[src/rtl/frame_dpll_pkg.sv]
// Shared types for the frame-locked DPLL.
// Assumes: a correction is one of three kinds and depends only on two sampled bits.
package frame_dpll_pkg;

    typedef enum logic [1:0] {
        CORR_NONE    = 2'd0,
        CORR_STRETCH = 2'd1,
        CORR_SHRINK  = 2'd2
    } corr_e;

    // Map the sampled strobe and comparison level to a correction kind.
    function automatic corr_e decide(input logic strobe, input logic level);
        corr_e r;
        if (!strobe)     r = CORR_NONE;
        else if (!level) r = CORR_STRETCH;
        else             r = CORR_SHRINK;
        return r;
    endfunction

endpackage

[src/rtl/frame_dpll_ref_sync.sv]
// Reference synchroniser and falling-edge detector.
// Brings the asynchronous frame reference through STAGES flip-flops, then flags
// a high-to-low transition for one cycle. Assumes the reference has at most one
// falling edge per frame. Reset clears the chain, so no edge is reported
// just after reset, whatever level the reference holds.
module frame_dpll_ref_sync #(
    parameter int unsigned STAGES = 2
) (
    input  logic clk,
    input  logic rst_n,
    input  logic ref_i,
    output logic fall_o
);

    logic [STAGES:0] chain_q;

    // Shift the reference through the synchroniser plus one history stage.
    always_ff @(posedge clk) begin
        if (!rst_n) chain_q <= '0;
        else        chain_q <= {chain_q[STAGES-1:0], ref_i};
    end

    assign fall_o = chain_q[STAGES] & ~chain_q[STAGES-1];

    // a detected edge lasts one cycle only
    assert_single_fall_R2: assert property (@(posedge clk) disable iff (!rst_n)
        fall_o |=> !fall_o);

endmodule

[src/rtl/frame_dpll_divider.sv]
// Divider chain: a sub-counter of 2*LINE_DIV cycles makes the line clock, and a
// line counter of FRAME_DIV periods makes the 8 kHz comparison signal.
// A stretch holds the chain for one cycle; a shrink advances the sub-counter by
// two. Both come only at the apply point, where the sub-counter is 0.
// Also produces the correction strobe (low inside the dead-band around the
// comparison fall). Assumes LINE_DIV >= 2 and DEADBAND < half a frame.
module frame_dpll_divider #(
    parameter int unsigned LINE_DIV  = 8,
    parameter int unsigned FRAME_DIV = 193,
    parameter int unsigned DEADBAND  = 4
) (
    input  logic clk,
    input  logic rst_n,
    input  logic stretch_i,
    input  logic shrink_i,
    output logic line_clk_o,
    output logic cmp8k_o,
    output logic strobe_o,
    output logic at_apply_o,
    output logic wrap_o
);

    localparam int unsigned SUB_N       = 2 * LINE_DIV;
    localparam int unsigned SUB_W       = $clog2(SUB_N);
    localparam int unsigned LINE_W      = $clog2(FRAME_DIV);
    localparam int unsigned FRAME_TICKS = SUB_N * FRAME_DIV;
    localparam int unsigned PH_W        = $clog2(FRAME_TICKS);
    localparam int unsigned APPLY_LINE  = FRAME_DIV / 2;

    logic [SUB_W-1:0]  sub_q;
    logic [LINE_W-1:0] line_q;
    logic [PH_W-1:0]   phase;
    logic              sub_last;
    logic              line_last;

    assign sub_last  = (sub_q == SUB_W'(SUB_N - 1));
    assign line_last = (line_q == LINE_W'(FRAME_DIV - 1));

    // Advance the chain by one, hold it, or skip one cycle.
    always_ff @(posedge clk) begin
        if (!rst_n) begin
            sub_q  <= '0;
            line_q <= '0;
        end else if (stretch_i) begin
            sub_q  <= sub_q;
            line_q <= line_q;
        end else if (shrink_i) begin
            sub_q  <= sub_q + SUB_W'(2);
        end else if (sub_last) begin
            sub_q  <= '0;
            line_q <= line_last ? '0 : line_q + LINE_W'(1);
        end else begin
            sub_q  <= sub_q + SUB_W'(1);
        end
    end

    // Frame phase in cycles, used for the dead-band decode.
    assign phase = PH_W'(line_q) * PH_W'(SUB_N) + PH_W'(sub_q);

    // Decode the outputs from the chain state.
    always_comb begin
        line_clk_o = (sub_q >= SUB_W'(LINE_DIV));
        cmp8k_o    = (line_q >= LINE_W'(APPLY_LINE));
        strobe_o   = !((phase < PH_W'(DEADBAND)) ||
                       (phase >= PH_W'(FRAME_TICKS - DEADBAND)));
        at_apply_o = (line_q == LINE_W'(APPLY_LINE)) && (sub_q == '0);
        wrap_o     = sub_last && line_last;
    end

    // a stretch leaves the chain where it was
    assert_hold_R4: assert property (@(posedge clk) disable iff (!rst_n)
        stretch_i |=> (phase == $past(phase)));

    // a shrink moves the chain two cycles at once within the same line period
    assert_skip_R5: assert property (@(posedge clk) disable iff (!rst_n)
        shrink_i |=> (sub_q == $past(sub_q) + SUB_W'(2)) && (line_q == $past(line_q)));

    // the comparison signal falls only when the frame restarts
    assert_cmp_fall_R1: assert property (@(posedge clk) disable iff (!rst_n)
        $fell(cmp8k_o) |-> (line_q == '0) && (sub_q == '0));

endmodule

[src/rtl/frame_dpll_corrector.sv]
// Correction scheduler. On each detected reference fall it turns the sampled
// strobe and comparison level into a decision, and holds it until the chain
// reaches the apply point. At most one correction fires per frame. A decision
// captured in the cycle of an application replaces the applied one and waits
// for the next frame.
module frame_dpll_corrector
    import frame_dpll_pkg::*;
(
    input  logic clk,
    input  logic rst_n,
    input  logic fall_i,
    input  logic strobe_i,
    input  logic cmp8k_i,
    input  logic at_apply_i,
    input  logic wrap_i,
    output logic stretch_o,
    output logic shrink_o
);

    corr_e pending_q;
    corr_e decision;
    logic  fired_q;
    logic  fire;

    assign decision  = decide(strobe_i, cmp8k_i);
    assign fire      = at_apply_i && !fired_q && (pending_q != CORR_NONE);
    assign stretch_o = fire && (pending_q == CORR_STRETCH);
    assign shrink_o  = fire && (pending_q == CORR_SHRINK);

    // Keep the newest decision; drop it once applied.
    always_ff @(posedge clk) begin
        if (!rst_n)      pending_q <= CORR_NONE;
        else if (fall_i) pending_q <= decision;
        else if (fire)   pending_q <= CORR_NONE;
    end

    // Note that this frame's correction is spent; re-arm at the frame end.
    always_ff @(posedge clk) begin
        if (!rst_n)      fired_q <= 1'b0;
        else if (wrap_i) fired_q <= 1'b0;
        else if (fire)   fired_q <= 1'b1;
    end

    // one correction, never in two adjacent cycles (a held chain stays at the apply point)
    assert_single_corr_R6: assert property (@(posedge clk) disable iff (!rst_n)
        (stretch_o || shrink_o) |=> !(stretch_o || shrink_o));

    // a capture during an application is kept for later
    assert_keep_new_R7: assert property (@(posedge clk) disable iff (!rst_n)
        (fall_i && fire) |=> (pending_q == $past(decision)));

endmodule

[src/rtl/frame_dpll_lock.sv]
// Lock monitor. Counts consecutive reference captures that needed no correction
// and raises the flag when LOCK_FRAMES are reached. Any capture that calls for
// a correction clears both the count and the flag.
module frame_dpll_lock #(
    parameter int unsigned LOCK_FRAMES = 8
) (
    input  logic clk,
    input  logic rst_n,
    input  logic capture_i,
    input  logic strobe_i,
    output logic locked_o
);

    localparam int unsigned CNT_W = $clog2(LOCK_FRAMES + 1);

    logic [CNT_W-1:0] run_q;

    // Track the run of quiet frames and derive the flag from it.
    always_ff @(posedge clk) begin
        if (!rst_n) begin
            run_q    <= '0;
            locked_o <= 1'b0;
        end else if (capture_i) begin
            if (strobe_i) begin
                run_q    <= '0;
                locked_o <= 1'b0;
            end else begin
                if (run_q != CNT_W'(LOCK_FRAMES)) run_q <= run_q + CNT_W'(1);
                locked_o <= (run_q >= CNT_W'(LOCK_FRAMES - 1));
            end
        end
    end

    // the flag only rises on a quiet capture
    assert_lock_rise_R9: assert property (@(posedge clk) disable iff (!rst_n)
        $rose(locked_o) |-> $past(capture_i && !strobe_i));

    // a correcting capture clears the flag
    assert_lock_clear_R10: assert property (@(posedge clk) disable iff (!rst_n)
        (capture_i && strobe_i) |=> !locked_o);

endmodule

[src/rtl/frame_dpll.sv]
// Frame-locked digital PLL core, top level.
// Connects the reference synchroniser, the divider chain, the correction
// scheduler and the lock monitor. The clock runs at twice the master rate.
// The defaults give the T1 variant; FRAME_DIV=256, DEADBAND=512 give CEPT.
module frame_dpll #(
    parameter int unsigned LINE_DIV    = 8,
    parameter int unsigned FRAME_DIV   = 193,
    parameter int unsigned DEADBAND    = 4,
    parameter int unsigned LOCK_FRAMES = 8,
    parameter int unsigned SYNC_STAGES = 2
) (
    input  logic clk,
    input  logic rst_n,
    input  logic frame_ref_i,
    output logic line_clk_o,
    output logic cmp8k_o,
    output logic locked_o
);

    logic fall;
    logic strobe;
    logic at_apply;
    logic wrap;
    logic stretch;
    logic shrink;

    frame_dpll_ref_sync #(.STAGES(SYNC_STAGES)) u_sync (
        .clk    (clk),
        .rst_n  (rst_n),
        .ref_i  (frame_ref_i),
        .fall_o (fall)
    );

    frame_dpll_divider #(
        .LINE_DIV  (LINE_DIV),
        .FRAME_DIV (FRAME_DIV),
        .DEADBAND  (DEADBAND)
    ) u_div (
        .clk        (clk),
        .rst_n      (rst_n),
        .stretch_i  (stretch),
        .shrink_i   (shrink),
        .line_clk_o (line_clk_o),
        .cmp8k_o    (cmp8k_o),
        .strobe_o   (strobe),
        .at_apply_o (at_apply),
        .wrap_o     (wrap)
    );

    frame_dpll_corrector u_corr (
        .clk        (clk),
        .rst_n      (rst_n),
        .fall_i     (fall),
        .strobe_i   (strobe),
        .cmp8k_i    (cmp8k_o),
        .at_apply_i (at_apply),
        .wrap_i     (wrap),
        .stretch_o  (stretch),
        .shrink_o   (shrink)
    );

    frame_dpll_lock #(.LOCK_FRAMES(LOCK_FRAMES)) u_lock (
        .clk       (clk),
        .rst_n     (rst_n),
        .capture_i (fall),
        .strobe_i  (strobe),
        .locked_o  (locked_o)
    );

endmodule

[config.mk]
export PLATFORM = sky130hd
export DESIGN_NAME = frame_dpll
export DESIGN_NICKNAME = d
export VERILOG_FILES = /design/src/rtl/frame_dpll_pkg.sv /design/src/rtl/frame_dpll_ref_sync.sv /design/src/rtl/frame_dpll_divider.sv /design/src/rtl/frame_dpll_corrector.sv /design/src/rtl/frame_dpll_lock.sv /design/src/rtl/frame_dpll.sv
export SDC_FILE = /design/constraint.sdc
export NUM_CORES = 1
export LEC_CHECK = 0
export BUFFER_PORTS_ARGS = -buffer_cell sky130_fd_sc_hd__buf_4
export CAP_MARGIN = 20
export CORE_MARGIN = 10
export CORE_UTILIZATION = 45
export DETAILED_ROUTE_END_ITERATION = 8
export GPL_ROUTABILITY_DRIVEN = 1
export PLACE_DENSITY = 0.57
export RECOVER_POWER = 25
export SLEW_MARGIN = 0
export SYNTH_ARGS = -nofsm -noshare
export SYNTH_HDL_FRONTEND = slang
export SYNTH_SLANG_ARGS = --single-unit
[constraint.sdc]
create_clock -name clk -period 2.9 [get_ports clk]
set_input_delay 0.435 -clock clk [delete_from_list [all_inputs] [get_ports clk]]
set_output_delay 0.435 -clock clk [all_outputs]
set_load 0.05 [all_outputs]
# Word level (Yosys, flattened, before mapping)
# Index checks and enable logic that the tools add are counted.
[totals] reg_bits=23 in_bits=3 out_inout_bits=3
[op_classes] add_sub_neg=5 order_cmp=5 n_eq_ne=7 muxes=10 n_bitwise=5 reduce_logical=14
[ops] op="$mux W4" n=4
[ops] op="$add A12 B4 Y12" n=1
[ops] op="$ge A12 B12 Y1 const B" n=1
[ops] op="$lt A12 B3 Y1 const B" n=1
[ops] op="$add A4 B1 Y4 const B" n=2
[ops] op="$add A8 B1 Y8 const B" n=1
[ops] op="$eq A8 B7 Y1 const B" n=1
[ops] op="$eq A8 B8 Y1 const B" n=1
[ops] op="$ge A8 B7 Y1 const B" n=1
[ops] op="$mux W2" n=4
[ops] op="$mux W8" n=1
[ops] op="$logic_and A1 B1 Y1" n=6
[ops] op="$add A4 B2 Y4 const B" n=1
[ops] op="$eq A4 B4 Y1 const B" n=1
[ops] op="$ge A4 B3 Y1 const B" n=1
[ops] op="$ge A4 B4 Y1 const B" n=1
[ops] op="$logic_not A4 Y1" n=1
[ops] op="$ne A4 B4 Y1 const B" n=1
[ops] op="$not A1 Y1" n=4
[ops] op="$reduce_bool A2 Y1" n=2
[ops] op="$reduce_and A3 Y1" n=1
[ops] op="$eq A2 B1 Y1 const B" n=1
[ops] op="$eq A2 B2 Y1 const B" n=1
[ops] op="$ne A2 B1 Y1 const B" n=1
[ops] op="6 further kinds" n=6

# Logic depth before layout (Yosys ltp)
[logic_depth] word_depth=7 mapped_depth=7 depth_no_buf=6

# By module
# From an unflattened synthesis, not the netlist that was laid out.
[hier_totals] hier_cells=141 hier_area_um2=1249.9
[modules_own_cells] mod="frame_dpll_divider" instances=1 cells_per_inst=86 area_per_inst_um2=732.0
[modules_own_cells] mod="frame_dpll_lock" instances=1 cells_per_inst=33 area_per_inst_um2=274.0
[modules_own_cells] mod="frame_dpll_corrector" instances=1 cells_per_inst=15 area_per_inst_um2=155.1
[modules_own_cells] mod="frame_dpll_ref_sync" instances=1 cells_per_inst=7 area_per_inst_um2=88.8

# Worst setup path after synthesis
# Ideal clock, no wire load.
[synth_path] path_type="flip-flop to flip-flop" startpoint="reg u_div.line_q[0]" endpoint="reg u_div.sub_q[3]" setup_ps=72 arrival_time_ps=1964 t_required_ps=2828 path_slack_ps=864 path_stages_with_launch=8 cell_sequence="dfxtp_1 -> inv_1 -> ha_1 -> or3b_4 -> or4_4 -> buf_6 -> o31ai_4 -> mux2i_1"
[synth_between] elab_chain_len=6 word_cells_on_any_way=7 classes_between="eq/ne: 1; mux: 1; reduce/logical: 5"
[synth_lines] item="from (decl)" line="frame_dpll_divider.sv:31" rtl="logic [LINE_W-1:0] line_q;"
[synth_lines] item="from (signal assigned)" line="frame_dpll_divider.sv:46" rtl="line_q <= line_q;"
[synth_lines] item="from (signal assigned)" line="frame_dpll_divider.sv:51" rtl="line_q <= line_last ? '0 : line_q + LINE_W'(1);"
[synth_lines] item="$eq A8 B7 Y1 (*)" line="frame_dpll_divider.sv:66" rtl="at_apply_o = (line_q == LINE_W'(APPLY_LINE)) && (sub_q == '0);"
[synth_lines] item="$logic_and A1 B1 Y1 (*)" line="frame_dpll_divider.sv:66"
[synth_lines] item="$logic_and A1 B1 Y1 (*) (2 in a row)" line="frame_dpll_corrector.sv:26" rtl="assign fire = at_apply_i && !fired_q && (pending_q != CORR_NONE);"
[synth_lines] item="$logic_and A1 B1 Y1" line="frame_dpll_corrector.sv:28" rtl="assign shrink_o = fire && (pending_q == CORR_SHRINK);"
[synth_lines] item="$mux W4" line="frame_dpll_divider.sv:47" rtl="end else if (shrink_i) begin"
[synth_lines] item="to (signal assigned)" line="frame_dpll_divider.sv:45" rtl="sub_q <= sub_q;"
[synth_lines] item="to (signal assigned)" line="frame_dpll_divider.sv:48" rtl="sub_q <= sub_q + SUB_W'(2);"
[synth_lines] item="to (signal assigned)" line="frame_dpll_divider.sv:53" rtl="sub_q <= sub_q + SUB_W'(1);"
[synth_lines] item="to (decl)" line="frame_dpll_divider.sv:30" rtl="logic [SUB_W-1:0] sub_q;"
# Every way passes the cells marked *; elsewhere a longest branch is shown, timed or not.
# A chain may end at the register's enable or synchronous reset.

# Final worst setup path
[layout_path] startpoint="reg u_div.line_q[0]" endpoint="reg u_div.sub_q[1]"
# The elaborated chain is that of the path after synthesis.

==> run_results.csv <==
group,metric,value,unit
global_routing,top_usage_layer,"met2",
detailed_routing,firstDrtPassIters,6,
place,hpwl,1684,um
critical_path,worst_ep_arrival_time,2470,ps
clock_network,cts_hold_buffers,0,
clock_network,path_clk_slew,130,ps
timing,fmaxAchievable,0.4529,GHz
synthesis,syn_area_per_cell,8.638,um^2
global_routing,use_met3,0.01905,
timing,finalCritPeriodShare,0.7614,
timing,timing_worst_slew_pin_value,747.5,ps
cells_and_area,final_layout_size_suffix_gt1_frac,0.08725,
timing,fin_crit,2208,ps
detailed_routing,route.detailed.drc,0,
global_routing,grt_pass1_wl,4057,um
critical_path,cp_max_fo,11,
detailed_routing,drtIter0Drc,59,
critical_path,cpMaxStageDelayCell,"or4_4",
die,initial_core_util,0.4621,
power,ir_drop,261.1,uV
timing,hold_viol,0,
die,die_w,72.76,um
detailed_routing,via_per_inst,5.611,
timing,tns,0,ps
clock_network,cts_tree,"done",
global_routing,first_global_vias,901,
critical_path,reg2reg_depth,6,
cells_and_area,antenna_cells,0,
clock_network,cts_sinks,23,
detailed_routing,dr_total_vias,1010,
cells_and_area,syn_to_final_growth,5.294,%
synthesis,synthFlopType,"dfxtp_1",
place,numPortBuffers,5,
critical_path,cpPeakStageDelay,620,ps
synthesis,synth_edf_count,0,
synthesis,synth.yosys.warnings,0,
critical_path,worstPathCellList,"inv_1 > ha_1 > or3b_4 > or4_4 > o311a_2 > a21boi_2",
clock_network,root_buffer,"clkbuf_4",
timing,slew-limit-headroom,0.5016,
critical_path,critPathCaptureType,"flop",
timing,setup_viol_count_final,0,
global_routing,grt_usage,0.09149,
die,dieArea,0.005293,mm^2
critical_path,cp-start-kind,"flop",
synthesis,syn_area,0.001252,mm^2
timing,skew,0.7173,ps
run,maxCapViolCount,0,
clock_network,clock_path_buffers,2,
synthesis,synthDistinctLibCells,44,
clock_network,cts_inserted_buffers,3,
power,p_per_area,410.2,mW/mm^2
synthesis,synth_nets,155,
place,gp_congestion,0.7917,
timing,finalMaxSlewViolations,0,
hold_path,min_path_type,"primary input to flop",
power,power_leakage,0.5095,nW
die,coreArea,0.002710,mm^2
run_status,status,"finished clean",
cells_and_area,nets,160,
global_routing,gr-usage-met1,0.1187,
synthesis,async_flop_share,0,
timing,grt_setup_unrepaired,"no",
global_routing,grt-ovfl-total,0,
hold_path,min_path_cells,2,
die,row_count,19,
critical_path,cp.required,3160,ps
global_routing,grt_util_met2,0.1426,
clock_network,htree_num_levels,1,
critical_path,worst-setup-path-type,"flop to flop",
global_routing,grt_max_degree,22,
detailed_routing,wirelength,2305,um
die,ios,6,
detailed_routing,routedWlPerCell,12.81,um
clock_network,cts_setup_buffers,0,
global_routing,antenna_found_initial,0,
clock_network,clkLatencyLatePin,310,ps
die,die_y,72.76,um
synthesis,yosysSeqAreaShare,0.3676,
clock_network,ctsResizeCount,0,
timing,whs,321.3,ps
synthesis,synth-seq-cells,23,
synthesis,postSynthCellCount,145,
detailed_routing,ant_nets,0,
[logic make-up (layout without fill, tap and decap cells)]
kind of cell / after synthesis / in the layout / synth area share
compound gates: 28 / 28 / 0.1798
xor+xnor: 7 / 7 / 0.04895
fa+ha+maj: 7 / 7 / 0.06993
buf+inv: 16 / 20 / 0.05394
flops: 23 / 23 / 0.3676
mux: 2 / 2 / 0.01598
simple gates: 62 / 62 / 0.2637
[worst paths after layout]
kind / start / endpoint / slack (ps)
worst max-delay path: u_div.line_q[0]$_SDFFE_PN0P_ / u_div.sub_q[1]$_SDFFE_PN0N_ / 690
worst min-delay path: frame_ref_i / u_sync.chain_q[0]$_SDFF_PN0_ / 320
worst max register to register: u_div.line_q[0]$_SDFFE_PN0P_ / u_div.sub_q[1]$_SDFFE_PN0N_ / 690
worst min register to register: u_sync.chain_q[0]$_SDFF_PN0_ / u_sync.chain_q[1]$_SDFF_PN0_ / 450
[synth_stat cells, types with 2 or more instances]
library cell | count | area share
xnor2_1 | 3 | 0.021
inv_1 | 11 | 0.033
nand3_1 | 4 | 0.016
xor2_1 | 4 | 0.028
or3_1 | 2 | 0.010
ha_1 | 7 | 0.070
a21boi_0 | 3 | 0.018
nand2_1 | 15 | 0.045
o2111ai_1 | 2 | 0.014
clkbuf_1 | 4 | 0.012
nand4_1 | 4 | 0.020
and3_1 | 2 | 0.010
nor3_1 | 3 | 0.012
and2_1 | 7 | 0.035
nor2_1 | 12 | 0.036
mux2i_1 | 2 | 0.016
nand2b_1 | 4 | 0.020
dfxtp_1 | 23 | 0.37
a21oi_1 | 3 | 0.012
o211ai_1 | 2 | 0.012
nor4_1 | 2 | 0.010
o21ai_0 | 4 | 0.016
[worst max-delay path, delay by kind of cell, from the launching register on]
kind	cells	cell delay (ps)
simple gates	2	1010
compound gates	2	540
buf+inv	1	90
flops	1	360
fa+ha+maj	1	160
[through the flow]
stage / setup WS (ps) / cells / utilization / power (W) / cell area (um^2)
finish: 692.0 / 180 / 0.4866 / 0.0005410 / 1319
global route: 584.1 / 180 / 0.4866 / 0.0005674 / 1319
CTS: 698.5 / 180 / 0.4908 / 0.0005487 / 1330
detailed placement: 723.5 / 176 / 0.4806 / 0.0003994 / 1303
global placement: 777.7 / 176 / 0.4806 / 0.0003987 / 1303
floorplan: 864.0 / 145 / - / 0.0003863 / 1252
[final cells by class]
cell class / count / area [um^2]
clock buffer: 3 / 22.52
clock inverter: 1 / 5.005
fill: 289 / 1391
inverter: 11 / 41.29
multi-input combinational: 106 / 724.4
sequential: 23 / 460.4
tap: 31 / 38.79
timing repair buffer: 5 / 26.28
[layer usage]
metal	up-vias	routed length (um)
li1	520	-
met1	465	1149
met2	19	1033
met3	6	90
met4	0	31
met5	-	0
[cells in the final DEF, fill, tap and decap left out, types with 3 or more instances in the layout]
master / synthesis / final
a21boi_0: 3 / 3
a21oi_1: 3 / 3
and2_1: 7 / 6
clkbuf_1: 4 / 3
clkbuf_4: 0 / 3
dfxtp_1: 23 / 23
ha_1: 7 / 7
inv_1: 11 / 11
nand2_1: 15 / 15
nand2b_1: 4 / 4
nand3_1: 4 / 4
nand4_1: 4 / 4
nor2_1: 12 / 12
nor3_1: 3 / 3
o21ai_0: 4 / 4
xnor2_1: 3 / 3
xor2_1: 4 / 4
[registers in the layout, indices dropped and copies added, names as in the netlist]
name              flops
u_corr.fired_q        1
u_corr.pending_q      2
u_div.line_q          8
u_div.sub_q           4
u_lock.locked_o       1
u_lock.run_q          4
u_sync.chain_q        3
[report_power, final]
group / internal, W / total (W) / switching (W)
sequential: 0.000324 / 0.000333 / 0.00000892
combinational: 0.0000286 / 0.0000592 / 0.0000306
clock: 0.0000515 / 0.000149 / 0.0000975
total: 0.000404 / 0.000541 / 0.000137
Power figures use the tool's default switching activity.
